File: src/rtl/dbt_pkg.sv
package dbt_pkg;
  localparam int IDX_W   = 4;
  localparam int ENTRIES = 1 << IDX_W;
  localparam int TID_W   = 8;
  localparam int PAY_W   = 16;
  localparam int TMO_W   = 24;
  localparam int WORD_W  = 2 + TID_W + PAY_W;

  localparam logic [1:0] ADDR_RELOAD = 2'd0;
  localparam logic [1:0] ADDR_FLAGS  = 2'd1;
  localparam logic [1:0] ADDR_CPL    = 2'd2;

  typedef enum logic [1:0] {
    ST_DONE    = 2'b00,
    ST_RETRY   = 2'b01,
    ST_ERROR   = 2'b10,
    ST_TIMEOUT = 2'b11
  } cplStatus_t;

  typedef struct packed {
    logic             alloc;
    logic             retire;
    logic [IDX_W-1:0] retireIdx;
    logic             push;
    cplStatus_t       pushStatus;
    logic             pop;
    logic             tick;
  } strobe_t;
endpackage

File: src/rtl/dbt_data.sv
module dbt_data
  import dbt_pkg::*;
#(
  parameter int FIFO_DEPTH = 16,
  localparam int CNT_W = $clog2(FIFO_DEPTH + 1),
  localparam int PTR_W = $clog2(FIFO_DEPTH)
) (
  input  logic               clk,
  input  logic               rstN,
  input  strobe_t            stb,
  input  logic [TID_W-1:0]   reqTid,
  input  logic [PAY_W-1:0]   reqPayload,
  input  logic [TMO_W-1:0]   reloadVal,
  input  logic [IDX_W-1:0]   rspIdx,
  output logic [ENTRIES-1:0] validVec,
  output logic [ENTRIES-1:0] expiredVec,
  output logic [TID_W-1:0]   tidAt,
  output logic               fifoEmpty,
  output logic               roomOk,
  output logic [WORD_W-1:0]  cplWord,
  output logic [CNT_W-1:0]   cplCount
);
  logic [TID_W-1:0]  entTid [ENTRIES];
  logic [PAY_W-1:0]  entPay [ENTRIES];
  logic [TMO_W-1:0]  entCnt [ENTRIES];
  logic [ENTRIES-1:0] entValid;
  logic [IDX_W-1:0]  allocIdx;

  assign allocIdx = reqTid[IDX_W-1:0];

  always_ff @(posedge clk) begin
    for (int i = 0; i < ENTRIES; i++) begin
      if (!rstN) begin
        entValid[i] <= 1'b0;
        entCnt[i]   <= '0;
        entTid[i]   <= '0;
        entPay[i]   <= '0;
      end else if (stb.alloc && allocIdx == IDX_W'(i)) begin
        entValid[i] <= 1'b1;
        entCnt[i]   <= reloadVal;
        entTid[i]   <= reqTid;
        entPay[i]   <= reqPayload;
      end else if (stb.retire && stb.retireIdx == IDX_W'(i)) begin
        entValid[i] <= 1'b0;
      end else if (stb.tick && entValid[i] && entCnt[i] != '0) begin
        entCnt[i] <= entCnt[i] - 1'b1;
      end
    end
  end

  generate
    for (genvar g = 0; g < ENTRIES; g++) begin : g_flags
      assign validVec[g]   = entValid[g];
      assign expiredVec[g] = entValid[g] && (entCnt[g] == '0);
    end
  endgenerate

  assign tidAt = entTid[rspIdx];

  // completion queue
  logic [WORD_W-1:0] mem [FIFO_DEPTH];
  logic [PTR_W-1:0]  wrPtr, rdPtr;
  logic [CNT_W-1:0]  inUse;
  logic [WORD_W-1:0] pushWord;

  assign pushWord = {stb.pushStatus, entTid[stb.retireIdx], entPay[stb.retireIdx]};

  always_ff @(posedge clk) begin
    if (stb.push) mem[wrPtr] <= pushWord;
  end

  always_ff @(posedge clk) begin
    if (!rstN) begin
      wrPtr    <= '0;
      rdPtr    <= '0;
      cplCount <= '0;
      inUse    <= '0;
    end else begin
      if (stb.push) wrPtr <= (wrPtr == PTR_W'(FIFO_DEPTH - 1)) ? '0 : wrPtr + 1'b1;
      if (stb.pop)  rdPtr <= (rdPtr == PTR_W'(FIFO_DEPTH - 1)) ? '0 : rdPtr + 1'b1;
      if (stb.push && !stb.pop)      cplCount <= cplCount + 1'b1;
      else if (stb.pop && !stb.push) cplCount <= cplCount - 1'b1;
      if (stb.alloc && !stb.pop)      inUse <= inUse + 1'b1;
      else if (stb.pop && !stb.alloc) inUse <= inUse - 1'b1;
    end
  end

  assign fifoEmpty = (cplCount == '0);
  assign roomOk    = (inUse < CNT_W'(FIFO_DEPTH));
  assign cplWord   = mem[rdPtr];
endmodule

File: src/rtl/dbt_ctrl.sv
module dbt_ctrl
  import dbt_pkg::*;
#(
  parameter int TICK_DIV = 4,
  localparam int DIV_W = (TICK_DIV > 1) ? $clog2(TICK_DIV) : 1
) (
  input  logic               clk,
  input  logic               rstN,
  input  logic               reqValid,
  input  logic [IDX_W-1:0]   reqIdx,
  output logic               reqReady,
  input  logic               rspValid,
  input  logic [TID_W-1:0]   rspTid,
  input  logic [1:0]         rspStatus,
  input  logic [1:0]         regAddr,
  input  logic               regWrite,
  input  logic [31:0]        regWdata,
  input  logic               regRead,
  output logic [31:0]        regRdata,
  input  logic [ENTRIES-1:0] validVec,
  input  logic [ENTRIES-1:0] expiredVec,
  input  logic [TID_W-1:0]   tidAt,
  input  logic               fifoEmpty,
  input  logic               roomOk,
  input  logic [WORD_W-1:0]  cplWord,
  output strobe_t            stb,
  output logic [TMO_W-1:0]   reloadVal
);
  logic [DIV_W-1:0] divCnt;
  logic             tick;
  logic             rspHit, anyExp;
  logic [IDX_W-1:0] rspIdx, expIdx;
  logic             unexpFlag, tmoFlag;
  logic             flagWr;

  assign tick = (divCnt == DIV_W'(TICK_DIV - 1));

  always_ff @(posedge clk) begin
    if (!rstN || tick) divCnt <= '0;
    else               divCnt <= divCnt + 1'b1;
  end

  assign rspIdx   = rspTid[IDX_W-1:0];
  assign rspHit   = rspValid && validVec[rspIdx] && (tidAt == rspTid);
  assign anyExp   = |expiredVec;
  assign reqReady = !validVec[reqIdx] && roomOk;

  always_comb begin
    expIdx = '0;
    for (int i = ENTRIES - 1; i >= 0; i--)
      if (expiredVec[i]) expIdx = IDX_W'(i);
  end

  always_comb begin
    stb       = '0;
    stb.tick  = tick;
    stb.alloc = reqValid && reqReady;
    stb.pop   = regRead && (regAddr == ADDR_CPL) && !fifoEmpty;
    if (rspHit) begin
      stb.retire     = 1'b1;
      stb.retireIdx  = rspIdx;
      stb.push       = 1'b1;
      stb.pushStatus = (rspStatus == 2'b11) ? ST_ERROR : cplStatus_t'(rspStatus);
    end else if (anyExp) begin
      stb.retire     = 1'b1;
      stb.retireIdx  = expIdx;
      stb.push       = 1'b1;
      stb.pushStatus = ST_TIMEOUT;
    end
  end

  assign flagWr = regWrite && (regAddr == ADDR_FLAGS);

  always_ff @(posedge clk) begin
    if (!rstN) begin
      unexpFlag <= 1'b0;
      tmoFlag   <= 1'b0;
      reloadVal <= '1;
      regRdata  <= '0;
    end else begin
      unexpFlag <= (rspValid && !rspHit) || (unexpFlag && !(flagWr && regWdata[0]));
      tmoFlag   <= (stb.push && stb.pushStatus == ST_TIMEOUT) ||
                   (tmoFlag && !(flagWr && regWdata[1]));
      if (regWrite && regAddr == ADDR_RELOAD) reloadVal <= regWdata[TMO_W-1:0];
      if (regRead) begin
        unique case (regAddr)
          ADDR_RELOAD: regRdata <= 32'(reloadVal);
          ADDR_FLAGS:  regRdata <= {30'b0, tmoFlag, unexpFlag};
          ADDR_CPL:    regRdata <= fifoEmpty ? '0 : {1'b1, (31 - WORD_W)'(0), cplWord};
          default:     regRdata <= '0;
        endcase
      end
    end
  end
endmodule

File: src/rtl/doorbell_tracker.sv
module doorbell_tracker
  import dbt_pkg::*;
#(
  parameter int TICK_DIV   = 4,
  parameter int FIFO_DEPTH = 16,
  localparam int CNT_W = $clog2(FIFO_DEPTH + 1)
) (
  input  logic        clk,
  input  logic        rstN,
  input  logic        reqValid,
  output logic        reqReady,
  input  logic [7:0]  reqTid,
  input  logic [15:0] reqPayload,
  input  logic        rspValid,
  input  logic [7:0]  rspTid,
  input  logic [1:0]  rspStatus,
  input  logic [1:0]  regAddr,
  input  logic        regWrite,
  input  logic [31:0] regWdata,
  input  logic        regRead,
  output logic [31:0] regRdata
);
  strobe_t            stb;
  logic [ENTRIES-1:0] validVec, expiredVec;
  logic [TID_W-1:0]   tidAt;
  logic               fifoEmpty, roomOk;
  logic [WORD_W-1:0]  cplWord;
  logic [CNT_W-1:0]   cplCount;
  logic [TMO_W-1:0]   reloadVal;

  dbt_ctrl #(.TICK_DIV(TICK_DIV)) u_ctrl (
    .clk(clk), .rstN(rstN), .reqValid(reqValid), .reqIdx(reqTid[IDX_W-1:0]),
    .reqReady(reqReady), .rspValid(rspValid), .rspTid(rspTid), .rspStatus(rspStatus),
    .regAddr(regAddr), .regWrite(regWrite), .regWdata(regWdata), .regRead(regRead),
    .regRdata(regRdata), .validVec(validVec), .expiredVec(expiredVec), .tidAt(tidAt),
    .fifoEmpty(fifoEmpty), .roomOk(roomOk), .cplWord(cplWord), .stb(stb),
    .reloadVal(reloadVal)
  );

  dbt_data #(.FIFO_DEPTH(FIFO_DEPTH)) u_data (
    .clk(clk), .rstN(rstN), .stb(stb), .reqTid(reqTid), .reqPayload(reqPayload),
    .reloadVal(reloadVal), .rspIdx(rspTid[IDX_W-1:0]), .validVec(validVec),
    .expiredVec(expiredVec), .tidAt(tidAt), .fifoEmpty(fifoEmpty), .roomOk(roomOk),
    .cplWord(cplWord), .cplCount(cplCount)
  );
endmodule

File: config.mk
export PLATFORM = sky130hd
export DESIGN_NAME = doorbell_tracker
export DESIGN_NICKNAME = d
export VERILOG_FILES = /design/src/rtl/dbt_pkg.sv /design/src/rtl/dbt_data.sv /design/src/rtl/dbt_ctrl.sv /design/src/rtl/doorbell_tracker.sv
export SDC_FILE = /design/constraint.sdc
export NUM_CORES = 2
export LEC_CHECK = 0
export ABC_AREA = 1
export BUFFER_PORTS_ARGS = -buffer_cell sky130_fd_sc_hd__buf_4
export CORE_AREA = 2 2 429 431
export CTS_BUF_LIST = sky130_fd_sc_hd__clkbuf_4
export CTS_CLUSTER_SIZE = 40
export DETAILED_ROUTE_END_ITERATION = 8
export DIE_AREA = 0 0 431 433
export PLACE_DENSITY = 0.51
export SYNTH_ARGS = -nofsm -noshare
export SYNTH_HDL_FRONTEND = slang
export SYNTH_SLANG_ARGS = --single-unit
File: constraint.sdc
create_clock -name clk -period 3.6 [get_ports clk]
set_input_delay 0.18 -clock clk [delete_from_list [all_inputs] [get_ports clk]]
set_output_delay 0.18 -clock clk [all_outputs]
set_load 0.005 [all_outputs]
==> out/metrics.yaml <==
outcome: "complete, but fails checks"
failed_checks: "negative setup slack"
worst_slack_ns: -0.313
hold_violations: 0
die_y_um: 433
ys_ff_latch: 1277
crit_arrival_ns: 5.01
route.detailed.drc: 0
clk_path_buf_depth: 4
wl_um: 227000
hold_depth: 9
syn_to_final_growth_pct: 28.9
multi_input_area_um2: 23400
worst_hold_path_type: "input port to register"
peakVddDrop_mv: 0.259
powerDensity_nw_per_um2: 406
cts.htree.levels: 5
die_w_um: 431
period_share: 1.09
total_power_w: 0.0332
use_met1: 0.309
vias_per_cell: 5.22
yosys.cell_types.count: 63
grt_start_max_net_pins: 72
fin_nets: 7844
leakage_nw: 32.4
fmax_mhz: 256
gr-max-usage-layer: "met2"
syn_inst: 6505
grt_pass1_vias: 52600
startpoint_type: "register"
cts_sinks: 1277
max_slew_margin: 0.195
ant_nets: 0
crit_type: "register to register"
clock_skew_ns: 0.138
start_util: 0.348
fin_crit_ns: 3.91
synth_flop_cell: "edfxtp_1"
clk_pin_slew_ns: 0.07
crit_path_end_kind: "register"
whs_ns: 0.173
dp_hpwl_um: 139000
antenna_found_initial: 9
core_um2: 182000
fillers: 17200
drtPass1Iterations: 6
synth_warnings: 0
regArea_um2: 37400
detail_route.wl_per_cell_um: 21.8
portBuffers: 93
vias: 54200
async_flop_share: 0
rsz0062_at_grt: "yes"
final_layout_size_suffix_gt1_frac: 0.229
synth_area_um2: 63500
cts_buffers: 367
setup_violations: 1123
worstSkewPairLatency_ns: 1.42
met2_usage: 0.393
maxCapViolCount: 0
tightestPinTransition_ns: 1.21
drt_iter0_markers: 4856
use_met3: 0.0386
gp_congestion: 0.931
cp.required_ns: 4.70
synth-edff-count: 1184
die_area_um2: 187000
io_pins: 107
row_count: 157
crit_fanout: 2
cts_tree: "built"
r2r_cells: 27
overflow: 0
yosysSeqAreaShare: 0.590
slew_violations: 0
clockRootBuffer: "clkbuf_4"
postSynthAreaPerCell_um2: 9.76
grt_pass1_wl_um: 332000
grt_util_all_layers: 0.236
power breakdown:
group | internal [W] | leakage, nW | switching [W]
clock | 0.00676 | 2.62 | 0.00644
combinational | 0.00118 | 17.3 | 0.00179
sequential | 0.0167 | 12.5 | 0.000303
stage by stage:
| step | util | TNS (ns) | cells | worst slack (ns) | area [µm²] |
|---|---|---|---|---|---|
| 2_1_floorplan | - | -53.93 | 6541 | -0.215 | 63700 |
| 4_1_cts | 0.443 | -57.33 | 10300 | -0.201 | 80700 |
| 3_3_place_gp | 0.403 | -214.27 | 9447 | -0.482 | 73500 |
| 6_report | 0.449 | -158.94 | 10400 | -0.313 | 81800 |
| 5_1_grt | 0.449 | -376.02 | 10400 | -0.495 | 81800 |
| 3_5_place_dp | 0.403 | -259.49 | 9447 | -0.430 | 73500 |
layout make-up:
cell class / count / share of cell area
multi-input combinational: 4390 / 0.286
antenna: 11 / 0.000337
clock buffer: 522 / 0.0479
sequential: 1277 / 0.458
inverter: 497 / 0.0229
clock inverter: 100 / 0.00548
tap: 2385 / 0.0365
timing repair buffer: 1199 / 0.143
worst max-delay path, stage by stage, from the launching register on:
cell	delay, ns
edfxtp_1	0.40
inv_2	0.08
ha_2	0.19
inv_1	0.06
nor2_2	0.13
nand4_1	0.12
nor2_1	0.14
nand3_2	0.11
buf_4	0.15
buf_4	0.13
buf_4	0.12
buf_4	0.12
buf_4	0.13
buf_4	0.12
buf_4	0.12
buf_4	0.12
buf_4	0.12
buf_4	0.12
buf_4	0.12
buf_4	0.12
buf_4	0.13
buf_4	0.13
buf_4	0.12
buf_4	0.12
buf_4	0.12
buf_4	0.13
xor2_1	0.14
o22ai_1	0.10
repair_timing:
action	in CTS	in global routing
gates resized for setup	111	78
endpoints found under the setup margin	1149	1635
pin swaps	28	55
hold endpoints to repair	1432	0
cloned	12	18
hold buffers	161	0
buffers inserted	80	32
flip-flops by register name (all words and copies together), names as in the netlist, named ones only:
| signal | count |
|---|---|
| u_ctrl.reloadVal | 24 |
| u_ctrl.tmoFlag | 1 |
| u_ctrl.regRdata | 27 |
| u_data.wrPtr | 4 |
| u_data.validVec | 16 |
| u_data.rdPtr | 4 |
| u_ctrl.divCnt | 2 |
| u_data.cplCount | 5 |
| u_data.entCnt | 384 |
| u_data.entPay | 256 |
| u_data.mem | 416 |
| u_ctrl.unexpFlag | 1 |
| u_data.inUse | 5 |
| u_data.entTid | 128 |
Yosys cell counts (16+ instances only):
library cell	n	share of area
a21oi_1	162	0.013
buf_1	20	0.0012
buf_2	92	0.0073
buf_4	36	0.0043
clkbuf_1	227	0.013
clkinv_1	20	0.0012
dfxtp_1	93	0.029
edfxtp_1	1184	0.56
ha_1	36	0.0071
inv_1	461	0.027
mux2i_1	104	0.016
nand2_1	908	0.054
nand3_1	357	0.028
nand4_1	241	0.024
nor2_1	1107	0.065
nor2_2	20	0.0020
nor3_1	91	0.0072
nor4_1	44	0.0043
o211ai_1	55	0.0065
o21ai_0	455	0.036
o21ai_1	134	0.011
o221ai_1	16	0.0022
o22ai_1	204	0.020
or2_2	18	0.0018
xnor2_1	122	0.017
xor2_1	189	0.026
cell families after synthesis:
kind of cell | Yosys count | share of synthesized area
fa+ha+maj | 38 | 0.00773
compound gates | 1051 | 0.0914
flops | 1277 | 0.590
simple gates | 2843 | 0.195
other cells | 1 | 0.0000591
mux | 104 | 0.0164
buf+inv | 878 | 0.0564
xor+xnor | 313 | 0.0434
layer usage:
layer	share of wire	up-vias	routed length [µm]
li1	-	25400	-
met1	0.42	26300	95700
met2	0.48	2129	108000
met3	0.068	446	15500
met4	0.033	2	7580
met5	0.000031	-	7
layout by cell type, fill, tap and decap left out, types with 189 or more instances in the layout:
cell type / n
edfxtp_1: 1184
nor2_1: 1057
nand2_1: 879
buf_4: 850
clkbuf_4: 522
o21ai_0: 453
inv_1: 445
nand3_1: 322
nand4_1: 241
o22ai_1: 204
xor2_1: 189
path summary, 6_finish.rpt:
check / from / endpoint / slack [ns]
worst max-delay path: u_data.entCnt[0][96]$_DFFE_PP_ / u_data.entCnt[0][110]$_DFFE_PP_ / -0.31
worst max register to register: u_data.entCnt[0][96]$_DFFE_PP_ / u_data.entCnt[0][110]$_DFFE_PP_ / -0.31
worst min-delay path: rspTid[7] / u_data.wrPtr[0]$_SDFFE_PN0P_ / 0.17
worst min register to register: u_ctrl.divCnt[0]$_SDFF_PP0_ / u_ctrl.divCnt[0]$_SDFF_PP0_ / 0.44
No activity file was read; power rests on OpenSTA's default activity.
